[config.mk]
export PLATFORM = sky130hd
export DESIGN_NAME = ext_strobe_gen
export DESIGN_NICKNAME = d
export VERILOG_FILES = /design/src/rtl/ext_strobe_pkg.sv /design/src/rtl/access_latch.sv /design/src/rtl/strobe_seq.sv /design/src/rtl/rdata_capture.sv /design/src/rtl/ext_strobe_gen.sv
export SDC_FILE = /design/constraint.sdc
export NUM_CORES = 1
export LEC_CHECK = 0
export ABC_CLOCK_PERIOD_IN_PS = 1740
export CORE_UTILIZATION = 55
export DETAILED_ROUTE_END_ITERATION = 12
export DONT_BUFFER_PORTS = 1
export GPL_ROUTABILITY_DRIVEN = 0
export PLACE_DENSITY = 0.72
export SYNTH_ARGS = -nofsm -noshare
export SYNTH_HDL_FRONTEND = slang
export SYNTH_SLANG_ARGS = --single-unit
[constraint.sdc]
create_clock -name clk_i -period 1.74 [get_ports clk_i]
set_input_delay 0.174 -clock clk_i [delete_from_list [all_inputs] [get_ports clk_i]]
set_output_delay 0.174 -clock clk_i [all_outputs]
set_load 0.005 [all_outputs]
[src/rtl/ext_strobe_pkg.sv]
package ext_strobe_pkg;
  typedef enum logic [1:0] {
    PH_IDLE = 2'd0,
    PH_ADDR = 2'd1,
    PH_DATA = 2'd2,
    PH_DONE = 2'd3
  } phase_e;
endpackage

[src/rtl/access_latch.sv]
module access_latch #(
  parameter int AW   = 16,
  parameter int DW   = 16,
  parameter int WS_W = 2
) (
  input  logic            clk_i,
  input  logic            rst_ni,
  input  logic            load_i,
  input  logic            write_i,
  input  logic [AW-1:0]   addr_i,
  input  logic [DW-1:0]   wdata_i,
  input  logic [WS_W-1:0] rd_ws_i,
  input  logic [WS_W-1:0] wr_ws_i,
  input  logic            rd_pol_i,
  input  logic            dual_cs_en_i,
  output logic            write_o,
  output logic [AW-1:0]   addr_o,
  output logic [DW-1:0]   wdata_o,
  output logic            rd_high_o,
  output logic [WS_W-1:0] ws_o
);
  always_ff @(posedge clk_i or negedge rst_ni) begin
    if (!rst_ni) begin
      write_o   <= 1'b0;
      addr_o    <= '0;
      wdata_o   <= '0;
      rd_high_o <= 1'b0;
      ws_o      <= '0;
    end else if (load_i) begin
      write_o   <= write_i;
      addr_o    <= addr_i;
      wdata_o   <= wdata_i;
      // polarity select only honoured in dual-select configuration
      rd_high_o <= dual_cs_en_i & rd_pol_i;
      ws_o      <= write_i ? wr_ws_i : rd_ws_i;
    end
  end
endmodule

[src/rtl/strobe_seq.sv]
module strobe_seq
  import ext_strobe_pkg::*;
#(
  parameter int WS_W = 2
) (
  input  logic            clk_i,
  input  logic            rst_ni,
  input  logic            start_i,
  input  logic [WS_W-1:0] ws_i,
  output phase_e          phase_o,
  output logic            last_o
);
  localparam int CNT_W = WS_W + 1;

  phase_e             phase_q, phase_d;
  logic [CNT_W-1:0]   cnt_q, cnt_d;
  logic [CNT_W-1:0]   len_m1;

  // active clocks = 2*(ws+1); preload with that minus one
  assign len_m1 = {ws_i, 1'b1};

  always_comb begin
    phase_d = phase_q;
    cnt_d   = cnt_q;
    unique case (phase_q)
      PH_IDLE: if (start_i) phase_d = PH_ADDR;
      PH_ADDR: begin
        phase_d = PH_DATA;
        cnt_d   = len_m1;
      end
      PH_DATA: begin
        if (cnt_q == '0) phase_d = PH_DONE;
        else             cnt_d   = cnt_q - 1'b1;
      end
      PH_DONE: phase_d = PH_IDLE;
      default: phase_d = PH_IDLE;
    endcase
  end

  always_ff @(posedge clk_i or negedge rst_ni) begin
    if (!rst_ni) begin
      phase_q <= PH_IDLE;
      cnt_q   <= '0;
    end else begin
      phase_q <= phase_d;
      cnt_q   <= cnt_d;
    end
  end

  assign phase_o = phase_q;
  assign last_o  = (phase_q == PH_DATA) && (cnt_q == '0);
endmodule

[src/rtl/rdata_capture.sv]
module rdata_capture #(
  parameter int DW = 16
) (
  input  logic          clk_i,
  input  logic          rst_ni,
  input  logic          sample_i,
  input  logic [DW-1:0] bus_i,
  output logic [DW-1:0] data_o
);
  always_ff @(posedge clk_i or negedge rst_ni) begin
    if (!rst_ni)       data_o <= '0;
    else if (sample_i) data_o <= bus_i;
  end
endmodule

[src/rtl/ext_strobe_gen.sv]
module ext_strobe_gen
  import ext_strobe_pkg::*;
#(
  parameter int AW   = 16,
  parameter int DW   = 16,
  parameter int WS_W = 2
) (
  input  logic            clk_i,
  input  logic            rst_ni,
  input  logic            req_valid_i,
  input  logic            req_write_i,
  input  logic [AW-1:0]   req_addr_i,
  input  logic [DW-1:0]   req_wdata_i,
  input  logic [WS_W-1:0] rd_ws_i,
  input  logic [WS_W-1:0] wr_ws_i,
  input  logic            rd_pol_i,
  input  logic            dual_cs_en_i,
  input  logic [DW-1:0]   bus_rdata_i,
  output logic            ready_o,
  output logic            cs_n_o,
  output logic [AW-1:0]   addr_o,
  output logic [DW-1:0]   wdata_o,
  output logic            data_oe_o,
  output logic            rd_o,
  output logic            wr_n_o,
  output logic [DW-1:0]   rdata_o,
  output logic            done_o
);
  phase_e          phase;
  logic            last;
  logic            start;
  logic            lat_write;
  logic            lat_rd_high;
  logic [WS_W-1:0] lat_ws;
  logic            in_data;

  assign start = req_valid_i && (phase == PH_IDLE);

  access_latch #(.AW(AW), .DW(DW), .WS_W(WS_W)) i_latch (
    .clk_i        (clk_i),
    .rst_ni       (rst_ni),
    .load_i       (start),
    .write_i      (req_write_i),
    .addr_i       (req_addr_i),
    .wdata_i      (req_wdata_i),
    .rd_ws_i      (rd_ws_i),
    .wr_ws_i      (wr_ws_i),
    .rd_pol_i     (rd_pol_i),
    .dual_cs_en_i (dual_cs_en_i),
    .write_o      (lat_write),
    .addr_o       (addr_o),
    .wdata_o      (wdata_o),
    .rd_high_o    (lat_rd_high),
    .ws_o         (lat_ws)
  );

  strobe_seq #(.WS_W(WS_W)) i_seq (
    .clk_i   (clk_i),
    .rst_ni  (rst_ni),
    .start_i (start),
    .ws_i    (lat_ws),
    .phase_o (phase),
    .last_o  (last)
  );

  rdata_capture #(.DW(DW)) i_cap (
    .clk_i    (clk_i),
    .rst_ni   (rst_ni),
    .sample_i (last && !lat_write),
    .bus_i    (bus_rdata_i),
    .data_o   (rdata_o)
  );

  assign in_data   = (phase == PH_DATA);
  assign ready_o   = (phase == PH_IDLE);
  assign cs_n_o    = !((phase == PH_ADDR) || in_data);
  assign wr_n_o    = !(in_data && lat_write);
  assign data_oe_o = in_data && lat_write;
  assign rd_o      = (in_data && !lat_write) ? lat_rd_high : !lat_rd_high;
  assign done_o    = (phase == PH_DONE);
endmodule

==> impl_metrics.py <==
metrics = {
    "clock_tree": {
        "root_buffer": "clkbuf_8",
        "cts_tree": "built",
        "clockBufferDepth": 2,
        "h-tree-depth": 3,
        "numCtsBuffers": 9,
        "worstSkewPairLatency_ns": 0.32,
        "clk_pin_slew_ns": 0.06,
        "cts_sinks": 57,
    },
    "global_route": {
        "grt_overflow": 0,
        "antenna_found_initial": 0,
        "grt_util_met1_pct": 22.2,
        "use_met3_pct": 7.09,
        "use_met2_pct": 37.4,
        "grt_pass1_vias": 1540,
        "grt_pass1_wl_mm": 6.76,
        "top_usage_layer": "met2",
        "track_usage_pct": 21.3,
        "grt_max_degree": 58,
    },
    "sta": {
        "max_freq_ghz": 0.604,
        "finalCritPeriodShare_pct": 95.1,
        "rsz0062_at_grt": "no",
        "hold_slack_ns": 0.0143,
        "max_slew_margin_pct": 81.9,
        "slew_viol_final": 0,
        "setup_tns_ns": 0,
        "finalHoldViolCount": 0,
        "fin_crit_ns": 1.65,
        "setup_viol": 0,
        "clock_skew_ns": 0.00937,
        "tightest_slew_ns": 0.272,
    },
    "run_status": {
        "outcome": "finished, final reports clean",
    },
    "floorplanning": {
        "die_h_um": 67.4,
        "core_area_mm2": 0.00406,
        "placement_rows": 23,
        "io_pins": 112,
        "initial_core_util_pct": 57.9,
        "dieArea_mm2": 0.00454,
        "die_x_um": 67.4,
    },
    "synthesis": {
        "yosysTopAreaCellShare_pct": 60.7,
        "syn_area_per_cell_um2": 15.1,
        "syn-num-nets": 221,
        "ys_types": 17,
        "asyncSetResetFlopFracSynth_pct": 100,
        "yosys_warnings": 0,
        "synth_seq_cells": 57,
        "synth.largest_area_cell": "dfrtp_1",
        "yosysMostFrequentCell": "dfrtp_1",
        "synth_commonest_cells": "dfrtp_1 (57), mux2_2 (51), ha_1 (7), nand2_1 (7), inv_1 (6)",
        "synth_edf_count": 0,
        "synth.area.top_cells": "dfrtp_1 (61%), mux2_2 (24%), ha_1 (3.7%), mux2i_1 (2.1%), nand2_1 (1.1%)",
        "netlist_area_mm2": 0.00235,
        "synth_cells": 156,
        "synthFlopType": "dfrtp_1",
        "yosysSeqAreaShare_pct": 60.7,
    },
    "detailed_routing": {
        "first_iter_violations": 38,
        "drt-total-wl_mm": 4.48,
        "wl_per_cell_um": 16.9,
        "vias": 1432,
        "ant_nets": 0,
        "vias_per_cell": 5.40,
        "drc": 0,
        "drtPass1Iterations": 4,
    },
    "setup_path": {
        "critical_path_required_ns": 1.57,
        "reg2regPathDepth": 6,
        "crit_type": "register to output pin",
        "worstPathArrival_ns": 1.48,
        "ff2ff_setup_slack_ns": 0.10,
        "regToRegEndpoint": "i_cap.data_o[13]$_DFFE_PN0P_",
        "critPathCaptureType": "output pin",
        "reg2reg_from": "i_seq.cnt_q[0]$_DFFE_PN0P_",
        "start_kind": "register",
        "worstPathMaxFanout": 7,
    },
    "min_path": {
        "hold_path_class": "primary input to register",
        "hp-start": "bus_rdata_i[11]",
        "hold-path-endpoint": "i_cap.data_o[11]$_DFFE_PN0P_",
        "hold_depth": 1,
    },
    "pwr": {
        "total_power_mw": 5.32,
        "ir_worst_vdd_v": 0.00104,
        "power_density_mw_per_mm2": 1710,
        "leakage_nw": 1.38,
    },
    "cells_and_area": {
        "fin_nets": 275,
        "area_delta_synth_final_pct": 32.0,
        "drive_above_1_share_pct": 34.0,
        "stdcell_count": 265,
        "diodes": 0,
        "final_util_pct": 76.5,
    },
    "job": {
        "maxCapViolCount": 0,
    },
    "placement": {
        "placed_cells": 203,
        "io_buffers": 0,
        "dpl.hpwl_mm": 2.64,
    },
}
-- timing repair --
item,in CTS,in global routing
hold buffers,38,7
endpoints found under the hold margin,93,7
buffers inserted,1,0
endpoints found under the setup margin,1,1
gates resized for setup,0,1
pin swaps,1,1
-- worst max-delay path by stage --
| stage | startpoint | end | slack (ns) | cells past startpoint |
|---|---|---|---|---|
| finish | i_seq.phase_o[0]$_DFFE_PN0P_ | rd_o | 0.09 | 5 |
| global route | i_seq.phase_o[0]$_DFFE_PN0P_ | rd_o | 0.02 | 5 |
| global placement | i_seq.cnt_q[1]$_DFFE_PN0P_ | i_cap.data_o[1]$_DFFE_PN0P_ | 0.18 | 6 |
| detailed placement | i_seq.cnt_q[0]$_DFFE_PN0P_ | i_cap.data_o[11]$_DFFE_PN0P_ | 0.11 | 6 |
| CTS | i_seq.phase_o[0]$_DFFE_PN0P_ | rd_o | 0.04 | 5 |
| floorplan | i_seq.phase_o[0]$_DFFE_PN0P_ | i_cap.data_o[0]$_DFFE_PN0P_ | 0.02 | 6 |
-- per-stage QoR --
stage | cell area [um2] | setup WS (ns)
floorplan | 2350 | 0.0239
global placement | 2420 | 0.176
detailed placement | 2420 | 0.105
CTS | 3030 | 0.0424
global route | 3100 | 0.0185
finish | 3100 | 0.0857
-- cells by family after synthesis --
family / after synthesis / synth area share [%]
XOR/XNOR: 1 / 0.373
buffers and inverters: 12 / 2.66
AO/OA/AOI/OAI: 9 / 2.29
adder cells (fa/ha/maj): 7 / 3.73
flip-flops: 57 / 60.7
AND/OR/NAND/NOR: 14 / 3.73
multiplexers: 56 / 26.6
-- cells in the final DEF, fill, tap and decap left out --
cell and count:
a21oi_1 3, clkbuf_8 12, xnor2_1 1, o21ai_0 3, o22a_1 1, buf_4 2, a211oi_1 2, nand2_1 7
nand2b_4 1, mux2i_1 5, inv_1 5, inv_2 1, nor2b_1 4, dlygate4sd3_1 44, nor2_1 1, clkinv_2 1
mux2_2 51, clkbuf_1 2, nor3b_4 1, bufinv_16 1, dfrtp_1 57, buf_12 2, ha_1 7, buf_16 1
-- critical path, cell delays in order (launching register included) --
cell and delay (ns):
dfrtp_1 0.37, inv_2 0.06, ha_1 0.21, buf_4 0.16
nor2b_1 0.14, xnor2_1 0.22
-- sequential cells by signal, indices dropped and copies added, names as in the netlist --
register           count
i_cap.data_o          16
i_latch.addr_o        16
i_latch.rd_high_o      1
i_latch.wdata_o       16
i_latch.write_o        1
i_latch.ws_o           2
i_seq.cnt_q            3
i_seq.phase_o          2
-- per-layer routing --
| layer | up-vias | wire (um) |
|---|---|---|
| met4 | 0 | 74 |
| met3 | 9 | 342 |
| li1 | 646 | - |
| met2 | 74 | 2400 |
| met5 | - | 0 |
| met1 | 703 | 1660 |
-- where the power goes --
part	switching (mW)	internal (mW)	total, mW
Sequential	0.514	2.02	2.53
Combinational	0.611	0.918	1.53
Clock	0.480	0.778	1.26
-- area by class of cell --
type	count	area, um2
clock buffers	14	173
fillers	255	953
repair buffers	49	523
flip-flops and latches	57	1430
inverters	6	22.5
well taps	50	62.6
clock inverters	2	35.0
multi-input cells	87	862
Power figures use the tool's default switching activity.
